### src/rtl/gpio_pad_pkg.sv
package gpio_pad_pkg;

    localparam int unsigned CFG_W = 32;

    // bit positions inside the configuration word
    localparam int unsigned B_TXVAL  = 0;
    localparam int unsigned B_RXST   = 1;
    localparam int unsigned B_TXDIS  = 8;
    localparam int unsigned B_RXDIS  = 9;
    localparam int unsigned B_MODE   = 10;
    localparam int unsigned MODE_W   = 4;
    localparam int unsigned B_ROUTE  = 17;
    localparam int unsigned ROUTE_W  = 4;
    localparam int unsigned B_INV    = 23;
    localparam int unsigned B_EVSEL  = 25;

    localparam logic [CFG_W-1:0] WR_MASK   = 32'h069E_3F01;
    localparam logic [CFG_W-1:0] RST_WORD  = 32'h0000_0300;

    typedef enum logic [1:0] {
        EV_LEVEL = 2'd0,
        EV_EDGE  = 2'd1,
        EV_OFF   = 2'd2,
        EV_BOTH  = 2'd3
    } ev_sel_e;

    typedef struct packed {
        ev_sel_e              ev_sel;
        logic                 inv;
        logic [ROUTE_W-1:0]   route;
        logic [MODE_W-1:0]    mode;
        logic                 rx_dis;
        logic                 tx_dis;
        logic                 tx_val;
    } pad_fields_t;

    function automatic pad_fields_t decode_word(input logic [CFG_W-1:0] w);
        pad_fields_t f;
        f.ev_sel = ev_sel_e'(w[B_EVSEL +: 2]);
        f.inv    = w[B_INV];
        f.route  = w[B_ROUTE +: ROUTE_W];
        f.mode   = w[B_MODE +: MODE_W];
        f.rx_dis = w[B_RXDIS];
        f.tx_dis = w[B_TXDIS];
        f.tx_val = w[B_TXVAL];
        return f;
    endfunction

endpackage

### src/rtl/pad_cfg_reg.sv
module pad_cfg_reg
    import gpio_pad_pkg::*;
(
    input  logic             clk,
    input  logic             rst,
    input  logic             wr_en,
    input  logic [CFG_W-1:0] wr_data,
    output logic [CFG_W-1:0] word_q,
    output pad_fields_t      fields
);
    always_ff @(posedge clk) begin
        if (rst)
            word_q <= RST_WORD;
        else if (wr_en)
            word_q <= wr_data & WR_MASK;
    end

    assign fields = decode_word(word_q);
endmodule

### src/rtl/pad_in_sync.sv
module pad_in_sync #(
    parameter int unsigned STAGES = 2
) (
    input  logic clk,
    input  logic rst,
    input  logic d,
    output logic q
);
    localparam int unsigned N = (STAGES < 2) ? 2 : STAGES;

    logic [N-1:0] chain;

    always_ff @(posedge clk) begin
        if (rst)
            chain <= '0;
        else
            chain <= {chain[N-2:0], d};
    end

    assign q = chain[N-1];
endmodule

### src/rtl/pad_evt_det.sv
module pad_evt_det
    import gpio_pad_pkg::*;
(
    input  logic    clk,
    input  logic    rst,
    input  logic    s_in,
    input  logic    rx_dis,
    input  logic    inv,
    input  logic    gpio_mode,
    input  ev_sel_e ev_sel,
    output logic    evt
);
    logic cond;
    logic cond_prev;
    logic raw_evt;

    assign cond = ~rx_dis & (s_in ^ inv);

    always_ff @(posedge clk) begin
        if (rst)
            cond_prev <= 1'b0;
        else
            cond_prev <= cond;
    end

    always_comb begin
        unique case (ev_sel)
            EV_LEVEL: raw_evt = cond;
            EV_EDGE:  raw_evt = cond & ~cond_prev;
            EV_BOTH:  raw_evt = cond ^ cond_prev;
            default:  raw_evt = 1'b0;
        endcase
    end

    assign evt = raw_evt & gpio_mode & ~rx_dis;
endmodule

### src/rtl/gpio_pad_ctrl.sv
module gpio_pad_ctrl
    import gpio_pad_pkg::*;
#(
    parameter int unsigned SYNC_STAGES = 2
) (
    input  logic                 clk,
    input  logic                 rst,
    input  logic                 wr_en,
    input  logic [CFG_W-1:0]     wr_data,
    output logic [CFG_W-1:0]     rd_data,
    input  logic                 pad_in,
    output logic                 pad_out,
    output logic                 pad_oe,
    output logic                 evt,
    output logic [ROUTE_W-1:0]   route_en
);
    logic [CFG_W-1:0] word_q;
    pad_fields_t      f;
    logic             s_in;
    logic             rx_seen;
    logic             gpio_mode;

    pad_cfg_reg u_cfg (
        .clk     (clk),
        .rst     (rst),
        .wr_en   (wr_en),
        .wr_data (wr_data),
        .word_q  (word_q),
        .fields  (f)
    );

    pad_in_sync #(.STAGES(SYNC_STAGES)) u_sync (
        .clk (clk),
        .rst (rst),
        .d   (pad_in),
        .q   (s_in)
    );

    assign gpio_mode = (f.mode == '0);

    pad_evt_det u_det (
        .clk       (clk),
        .rst       (rst),
        .s_in      (s_in),
        .rx_dis    (f.rx_dis),
        .inv       (f.inv),
        .gpio_mode (gpio_mode),
        .ev_sel    (f.ev_sel),
        .evt       (evt)
    );

    assign rx_seen  = s_in & ~f.rx_dis;
    assign rd_data  = word_q | ({{(CFG_W-1){1'b0}}, rx_seen} << B_RXST);
    assign pad_oe   = gpio_mode & ~f.tx_dis;
    assign pad_out  = gpio_mode & f.tx_val;
    assign route_en = f.route;
endmodule

### config.mk
export PLATFORM = sky130hd
export DESIGN_NAME = gpio_pad_ctrl
export DESIGN_NICKNAME = d
export VERILOG_FILES = /design/src/rtl/gpio_pad_pkg.sv /design/src/rtl/pad_cfg_reg.sv /design/src/rtl/pad_in_sync.sv /design/src/rtl/pad_evt_det.sv /design/src/rtl/gpio_pad_ctrl.sv
export SDC_FILE = /design/constraint.sdc
export NUM_CORES = 1
export LEC_CHECK = 0
export BUFFER_PORTS_ARGS = -buffer_cell sky130_fd_sc_hd__buf_2
export CORE_AREA = 2 2 59 61
export CTS_BUF_LIST = sky130_fd_sc_hd__clkbuf_2
export CTS_CLUSTER_SIZE = 40
export DETAILED_ROUTE_END_ITERATION = 16
export DIE_AREA = 0 0 61 63
export HOLD_SLACK_MARGIN = 0.05
export PLACE_DENSITY = 0.66
export SLEW_MARGIN = 30
export SYNTH_ARGS = -nofsm -noshare
export SYNTH_HDL_FRONTEND = slang
export SYNTH_HIERARCHICAL = 1
export SYNTH_SLANG_ARGS = --single-unit
### constraint.sdc
create_clock -name clk -period 2.1 [get_ports clk]
set_clock_uncertainty 0.15 [all_clocks]
set_input_delay 0.525 -clock clk [delete_from_list [all_inputs] [get_ports clk]]
set_output_delay 0.525 -clock clk [all_outputs]
set_load 0.01 [all_outputs]
==> results of run 1 <==
==> state kept, by name, indices dropped and copies added (netlist names) <==
| signal | flops |
|---|---|
| u_det/cond_prev | 1 |
| u_sync/chain | 2 |
| u_cfg/word_q | 14 |
==> power by group <==
part / internal, mW / switching [mW]
clock network: 0.0505 / 0.0981
registers: 0.342 / 0.0174
logic: 0.0718 / 0.0731
total: 0.464 / 0.189
==> layout by cell type, fill, tap and decap left out, drive strengths merged <==
cell type,instances
o21ai,1
nor2b,6
dfxtp,17
nor2,13
nor4,1
xor2,1
ha,1
and2b,1
mux2i,12
and2,1
inv,3
a221oi,1
a21o,1
buf,45
conb,18
a211o,2
nor4bb,1
clkbuf,4
==> critical path: cells and delay by family, from the launching register on <==
family | cells | cell delay [ns]
simple gates | 2 | 0.29
flops | 1 | 0.36
buf+inv | 1 | 0.14
fa+ha+maj | 1 | 0.16
xor+xnor | 1 | 0.17
compound gates | 1 | 0.29
==> cells by family after synthesis <==
| family | after synthesis | synth area share [%] |
|---|---|---|
| compound gates | 5 | 4.14 |
| other cells | 1 | 0.401 |
| simple gates | 23 | 13.2 |
| mux | 12 | 12.8 |
| buf+inv | 38 | 30.7 |
| xor+xnor | 1 | 0.936 |
| flops | 17 | 36.4 |
| fa+ha+maj | 1 | 1.34 |
==> layer usage <==
metal	track usage, %	share of wire, %	wire length [µm]
met1	10.8	43	720
met3	3.11	8.3	140
met5	0	0	0
met4	4.08	0.59	10
met2	14.0	48	819
==> how the worst min path moves through the flow <==
stage | to | slack (ns) | cells past startpoint
6_report | u_cfg/word_q[8]$_SDFFE_PP1P_ | 0.28 | 2
3_3_place_gp | u_sync/chain[1]$_SDFF_PP0_ | 0.27 | 1
4_1_cts | u_sync/chain[0]$_SDFF_PP0_ | 0.26 | 2
5_1_grt | u_cfg/word_q[9]$_SDFFE_PP1P_ | 0.26 | 2
2_1_floorplan | u_sync/chain[1]$_SDFF_PP0_ | 0.26 | 1
3_5_place_dp | u_sync/chain[1]$_SDFF_PP0_ | 0.28 | 1
==> repair_timing <==
action / CTS / global route
resized for setup: 9 / 3
cloned: 0 / 0
setup endpoints to repair: 2 / 2
setup buffers: 2 / 0
pin swaps: 4 / 1
==> layout make-up <==
cell class,instances,share of cell area (%)
multi-input cells,60,39.3
flip-flops and latches,17,31.1
repair buffers,45,21.6
well taps,46,5.18
clock buffers,4,1.80
inverters,3,1.01
==> through the flow <==
step	TNS (ns)	utilization [%]	std cells
after detailed placement	-0.145	31.8	170
after CTS	-0.308	34.1	175
after floorplan	0	-	115
after global routing	-0.405	34.4	175
final	-0.282	34.4	175
after global placement	-0.124	31.8	170
==> results.json, run 1 <==
{
  "outcome": "finished with violations",
  "violations": "negative setup slack",
  "cts_buffers": 3,
  "num_rows": 21,
  "setup_viol": 1,
  "yosysTopAreaCell": "dfxtp_1",
  "hold_viol_final": 0,
  "clock_path_buffers": 2,
  "drive_gt1_share_pct": 46.5,
  "period_share_pct": 113,
  "drc": 0,
  "ios": 75,
  "worst-setup-path-type": "reg -> out",
  "drv_cap": 0,
  "clkSinkCount": 17,
  "cts_tree": "yes",
  "synth_edf_count": 0,
  "synth_area_um2": 936,
  "crit_start": "u_cfg/word_q[23]$_SDFFE_PP0P_",
  "grt_pass1_wl_um": 2570,
  "place_congestion": 0.629,
  "hp-start": "wr_data[8]",
  "multi_input_area_um2": 437,
  "grt_pass1_vias": 557,
  "viasPerCell": 3.74,
  "regArea_um2": 345,
  "crit_end": "evt",
  "critPathRequiredTime_ns": 1.42,
  "fmax_ghz": 0.420,
  "port_buffers": 39,
  "h-tree-depth": 1,
  "antenna_cells": 0,
  "maxSlewViolCount": 0,
  "design_area_um2": 1110,
  "post_synth.cell_area_avg_um2": 9.55,
  "die_w_um": 61,
  "timing.rr.end": "u_det/cond_prev$_SDFF_PP0_",
  "finalCriticalPeriod_ns": 2.38,
  "detail_route.wl_per_cell_um": 9.66,
  "leakagePower_nw": 0.611,
  "fp.coreArea_um2": 3230,
  "cts_root_buf": "clkbuf_2",
  "vdd.ir_drop.worst_uv": 265,
  "r2r_slack_ns": 0.96,
  "dp.final_hpwl_um": 1250,
  "slowest_delay_ns": 0.36,
  "critPathMaxFanout": 2,
  "ant_nets": 0,
  "ys.flop_type": "dfxtp_1",
  "vias": 655,
  "r2r_cells": 3,
  "async_flop_share_pct": 0,
  "drt_wl_total_um": 1690,
  "antenna_found_initial": 0,
  "reg2reg_from": "u_cfg/word_q[23]$_SDFFE_PP0P_",
  "first_pass_iters": 2,
  "hold_path.class": "in -> reg",
  "holdWs_ns": 0.281,
  "synth_top_area_share_pct": 36.4,
  "fin_total_pwr_mw": 0.653,
  "synth_area_leaders": "dfxtp_1 36%, buf_4 26%, mux2i_1 13%",
  "yosys_warnings": 6,
  "synth_common_cells": "32 x buf_4, 17 x dfxtp_1, 13 x nor2_1",
  "slowest_stage": "dfxtp_2",
  "drt-initial-drc-count": 1,
  "power_density_nw_per_um2": 588,
  "synth-seq-cells": 17,
  "track_usage_pct": 8.96,
  "crit_arrival_ns": 1.71,
  "grt_start_max_net_pins": 18,
  "areaGrowthSynthToFinish_pct": 18.7,
  "pre_cts_slack_ns": -0.145,
  "ys_seq_area_share_pct": 36.4,
  "setup_slack_ns": -0.282,
  "die_h_um": 63,
  "worstPathCellList": "xor2_2, and2b_2, ha_4, a221oi_4, nor4bb_4, buf_2",
  "clk_latency_ns": 0.28,
  "rsz0062_at_grt": "true",
  "die_area_um2": 3840,
  "fillers": 374,
  "overflow": 0,
  "final_nets": 167,
  "yosysMostFrequentCell": "buf_4",
  "start_kind": "flip-flop",
  "floorplan.initialDensity_pct": 29.0,
  "path_clk_slew_ns": 0.16,
  "syn_inst": 98,
  "endpoint_kind": "output pin",
  "dpl_cell_area_um2": 1030,
  "synth_cell_types": 20,
  "cts_hold_buffers": 0
}
Note: power is estimated with default switching activity, not from simulation.
==> run 2: changes to the inputs <==
==> constraint.sdc (replaced) <==
create_clock -name clk -period 2.1 [get_ports clk]
set_clock_uncertainty 0.15 [all_clocks]
set_input_delay 0.21 -clock clk [delete_from_list [all_inputs] [get_ports clk]]
set_output_delay 0.21 -clock clk [all_outputs]
set_load 0.01 [all_outputs]
==> run 2 against run 1 <==
Routed wire length rose by 11%; design area up 7.5%; sequential cell count unchanged; the flow now finishes without violations; final cell count rose by 6.9%; via count grew 8.1%; setup slack better by 0.32 ns; first-iteration DRC count increased to 8.0 times the previous value; non-clock buffer count is 12 higher.
==> results.json, run 2 (synthesis results as in run 1) <==
{
  "r2r_slack_ns": 0.86,
  "h-tree-depth": 1,
  "fin_tns_setup_ns": 0,
  "die_w_um": 61,
  "holdWs_ns": 0.130,
  "critPathRequiredTime_ns": 1.74,
  "grt_pass1_wl_um": 3080,
  "critPathMaxFanout": 2,
  "vias": 708,
  "clock_path_buffers": 2,
  "drv_cap": 0,
  "start_kind": "flip-flop",
  "detail_route.wl_per_cell_um": 10.1,
  "port_buffers": 39,
  "areaGrowthSynthToFinish_pct": 27.7,
  "layout_commonest_cell": "buf_2",
  "antenna_found_initial": 0,
  "outcome": "completed",
  "dpl.cell_count": 165,
  "drt_wl_total_um": 1880,
  "cts_buffers": 3,
  "track_usage_pct": 10.6,
  "drt-initial-drc-count": 8,
  "final_nets": 179,
  "largest_reg_flops": 14,
  "place_congestion": 0.661,
  "grt_pass1_vias": 725,
  "rsz0062_at_grt": "true",
  "hold_path.class": "in -> reg",
  "maxSlewViolCount": 0,
  "clk_latency_ns": 0.28,
  "fp.coreArea_um2": 3230,
  "final_cell_mix": "39 x buf_2, 18 x conb_1, 15 x dlygate4sd3_1, 15 x dfxtp_1, 13 x nor2_1",
  "grt_start_max_net_pins": 18,
  "drc": 0,
  "cts_root_buf": "clkbuf_2",
  "overflow": 0,
  "largest_register": "u_cfg/word_q",
  "worst-setup-path-type": "reg -> out",
  "period_share_pct": 98.0,
  "top_regs": "u_cfg/word_q x14, u_sync/chain x2, u_det/cond_prev x1",
  "die_area_um2": 3840,
  "die_h_um": 63,
  "crit_arrival_ns": 1.70,
  "floorplan.initialDensity_pct": 29.0,
  "setup_slack_ns": 0.0428,
  "cts_tree": "yes",
  "drive_gt1_share_pct": 37.6,
  "ios": 75,
  "finalCriticalPeriod_ns": 2.06,
  "ant_nets": 0,
  "clkSinkCount": 17,
  "hold_viol_final": 0,
  "endpoint_kind": "output pin",
  "antenna_cells": 0,
  "first_pass_iters": 4,
  "finalNonFillerCells": 187,
  "fin_total_pwr_mw": 0.658,
  "num_rows": 21,
  "leakagePower_nw": 0.633,
  "viasPerCell": 3.79,
  "vdd.ir_drop.worst_uv": 199,
  "fmax_ghz": 0.486,
  "pre_cts_slack_ns": 0.202,
  "path_clk_slew_ns": 0.16,
  "setup_viol": 0,
  "power_density_nw_per_um2": 551
}
## run 2: report_power, final
part | switching [mW] | leakage [nW] | internal, mW
Clock | 0.101 | 0.0166 | 0.0505
Sequential | 0.0154 | 0.141 | 0.342
Combinational | 0.0731 | 0.475 | 0.0770
## run 2: what timing repair did
action	in CTS	in global routing
buffers inserted	3	0
endpoints found under the setup margin	1	1
hold buffers	15	0
pin swaps	3	1
endpoints found under the hold margin	15	0
resized for setup	4	2
## run 2: critical path, cell delays in order, from the launching register on
cell      delay (ns)
dfxtp_2         0.37
xor2_2          0.17
and2b_2         0.22
ha_4            0.21
o21ai_2         0.09
nor4bb_1        0.18
buf_2           0.17
## run 2: layout make-up
class,count,area (µm²)
fillers,352,2040
multi-input cells,60,395
repair buffers,57,368
flip-flops and latches,17,343
well taps,46,57.6
clock buffers,4,20.0
inverters,3,11.3
## run 2: path summary, 6_finish.rpt
path / from / end / cells past startpoint
setup / recovery: u_cfg/word_q[23]$_SDFFE_PP0P_ / evt / 6
hold / removal: rst / u_cfg/word_q[25]$_SDFFE_PP0P_ / 2
setup reg to reg: u_cfg/word_q[23]$_SDFFE_PP0P_ / u_det/cond_prev$_SDFF_PP0_ / 4
hold reg to reg: u_sync/chain[0]$_SDFF_PP0_ / u_sync/chain[1]$_SDFF_PP0_ / 1
## run 2: stage by stage
stage	util (%)	cell area (µm²)
3_5_place_dp	30.2	976
6_report	37.0	1190
4_1_cts	36.6	1180
5_1_grt	37.0	1190
2_1_floorplan	-	1000
3_3_place_gp	30.2	976
## run 2: metal layers
metal  part of all wire [%]  vias to the layer above  GRT usage [%]
met4                      0                        0           3.26
met2                     51                       38           18.5
met3                    7.8                        0           2.28
met1                     41                      319           12.3
li1                       -                      351              -
met5                      0                        -              0
==> run 3: changes to the inputs <==
Settings changed: BUFFER_PORTS_ARGS -buffer_cell sky130_fd_sc_hd__buf_2 to -buffer_cell sky130_fd_sc_hd__buf_4.
==> run 3 against run 2 <==
Sequential power is essentially flat; largest cell class is now buffers; power grew 3.2%; highest routed layer unchanged; critical path type unchanged; via count grew 1.3%; largest power group unchanged.
==> results.json, run 3 (synthesis results as in run 1) <==
{
  "outcome": "completed",
  "die_area_um2": 3840,
  "port_buffers": 39,
  "top_regs": "u_cfg/word_q x14, u_sync/chain x2, u_det/cond_prev x1",
  "layout_commonest_cell": "buf_4",
  "place_congestion": 0.672,
  "endpoint_kind": "output pin",
  "die_h_um": 63,
  "worst-setup-path-type": "reg -> out",
  "slowest_stage": "dfxtp_2",
  "fp.coreArea_um2": 3230,
  "fillers": 330,
  "critPathRequiredTime_ns": 1.74,
  "track_usage_pct": 10.0,
  "whs_endpoint": "u_cfg/word_q[9]$_SDFFE_PP1P_",
  "vdd.ir_drop.worst_uv": 261,
  "setup_viol": 0,
  "cts_buffers": 3,
  "utilization_pct": 41.9,
  "drive_gt1_share_pct": 37.0,
  "drt_wl_total_um": 1880,
  "cts_tree": "yes",
  "die_w_um": 61,
  "leakagePower_nw": 0.685,
  "floorplan.initialDensity_pct": 29.0,
  "detail_route.wl_per_cell_um": 9.77,
  "start_kind": "flip-flop",
  "ios": 75,
  "hp-start": "wr_en",
  "grt_pass1_vias": 712,
  "setup_slack_ns": 0.0353,
  "antenna_found_initial": 0,
  "vias": 717,
  "drt-initial-drc-count": 4,
  "grt_pass1_wl_um": 2970,
  "crit_arrival_ns": 1.70,
  "drv_cap": 0,
  "clk_latency_ns": 0.28,
  "period_share_pct": 98.3,
  "reg2reg_from": "u_cfg/word_q[25]$_SDFFE_PP0P_",
  "antenna_cells": 0,
  "overflow": 0,
  "cts_root_buf": "clkbuf_2",
  "h-tree-depth": 1,
  "final_cell_mix": "41 x buf_4, 21 x dlygate4sd3_1, 18 x conb_1",
  "finalCriticalPeriod_ns": 2.06,
  "worstHoldPathCells": 2,
  "r2r_slack_ns": 0.74,
  "path_clk_slew_ns": 0.16,
  "r2r_cells": 3,
  "dp.final_hpwl_um": 1320,
  "pre_cts_slack_ns": 0.155,
  "worstPathCellList": "xor2_2, and2b_2, ha_4, o21ai_1, nor4bb_2, buf_4",
  "fin_tns_setup_ns": 0,
  "clkSinkCount": 17,
  "areaGrowthSynthToFinish_pct": 44.8,
  "fmax_ghz": 0.484,
  "viasPerCell": 3.73,
  "final_nets": 184,
  "largest_register": "u_cfg/word_q",
  "num_rows": 21,
  "rsz0062_at_grt": "true",
  "drc": 0,
  "power_density_nw_per_um2": 502,
  "clock_path_buffers": 2,
  "maxSlewViolCount": 0,
  "slowest_delay_ns": 0.37,
  "hold_path.class": "in -> reg",
  "ant_nets": 0,
  "largest_reg_flops": 14,
  "grt_start_max_net_pins": 18,
  "timing.rr.end": "u_cfg/word_q[25]$_SDFFE_PP0P_",
  "critPathMaxFanout": 2,
  "hold_viol_final": 0,
  "first_pass_iters": 4
}
[run 3: changes by cell type in the layout (fill, tap and decap cells not counted), sizes merged]
cell / change
buf: -1
clkbuf: -1
clkinv: +1
dlygate4sd3: +6
[run 3: report_power, final]
| group | leakage [nW] | switching, mW | total, mW | internal, mW |
|---|---|---|---|---|
| clock | 0.0164 | 0.0970 | 0.140 | 0.0431 |
| sequential | 0.141 | 0.0173 | 0.359 | 0.342 |
| combinational | 0.528 | 0.0742 | 0.180 | 0.106 |
| total | 0.685 | 0.188 | 0.680 | 0.491 |
[run 3: layout make-up]
class | count | area (µm²) | share of cell area (%)
clock inverter | 1 | 5.00 | 0.369
multi-input combinational | 60 | 404 | 29.8
inverter | 3 | 11.3 | 0.831
clock buffer | 3 | 15.0 | 1.11
sequential | 17 | 344 | 25.4
timing repair buffer | 62 | 518 | 38.2
tap | 46 | 57.6 | 4.25
[run 3: what timing repair did]
action                     CTS  global route
gates resized for setup      7             1
setup endpoints to repair    1             1
buffers inserted             1             1
hold buffers                21             0
hold endpoints to repair    16             0
pin swaps                    4             2
[run 3: through the flow]
| stage | hold slack (ns) | area [µm²] | power [mW] | cells |
|---|---|---|---|---|
| after floorplan | 0.132 | 1000 | 0.484 | 115 |
| after global placement | 0.268 | 1070 | 0.502 | 165 |
| after detailed placement | 0.271 | 1070 | 0.505 | 165 |
| after CTS | 0.169 | 1350 | 0.690 | 191 |
| after global routing | 0.158 | 1360 | 0.730 | 192 |
| final | 0.181 | 1360 | 0.680 | 192 |
[run 3: layer usage]
layer  vias to the layer above  share of wire [%]  GRT usage [%]
met3                         0                9.0           3.11
met5                         -                  0              0
met1                       320                 40           11.1
met2                        40                 51           18.0
li1                        357                  -              -
met4                         0                  0           2.45
[run 3: worst max path at each step]
stage          depth (start not counted)                           from   to  slack [ns]
2_1_floorplan                          5  u_cfg/word_q[23]$_SDFFE_PP0P_  evt        0.23
5_1_grt                                6  u_cfg/word_q[23]$_SDFFE_PP0P_  evt       -0.09
4_1_cts                                6     u_sync/chain[1]$_SDFF_PP0_  evt       -0.04
6_report                               6  u_cfg/word_q[23]$_SDFFE_PP0P_  evt        0.04
3_3_place_gp                           6  u_cfg/word_q[23]$_SDFFE_PP0P_  evt        0.15
3_5_place_dp                           6  u_cfg/word_q[23]$_SDFFE_PP0P_  evt        0.16
[run 3: worst max-delay path, delay by kind of cell, from the launching register on]
family,cells,cell delay (ns)
AND/OR/NAND/NOR,2,0.43
flip-flops,1,0.37
adder cells (fa/ha/maj),1,0.20
XOR/XNOR,1,0.17
buffers and inverters,1,0.16
AO/OA/AOI/OAI,1,0.10
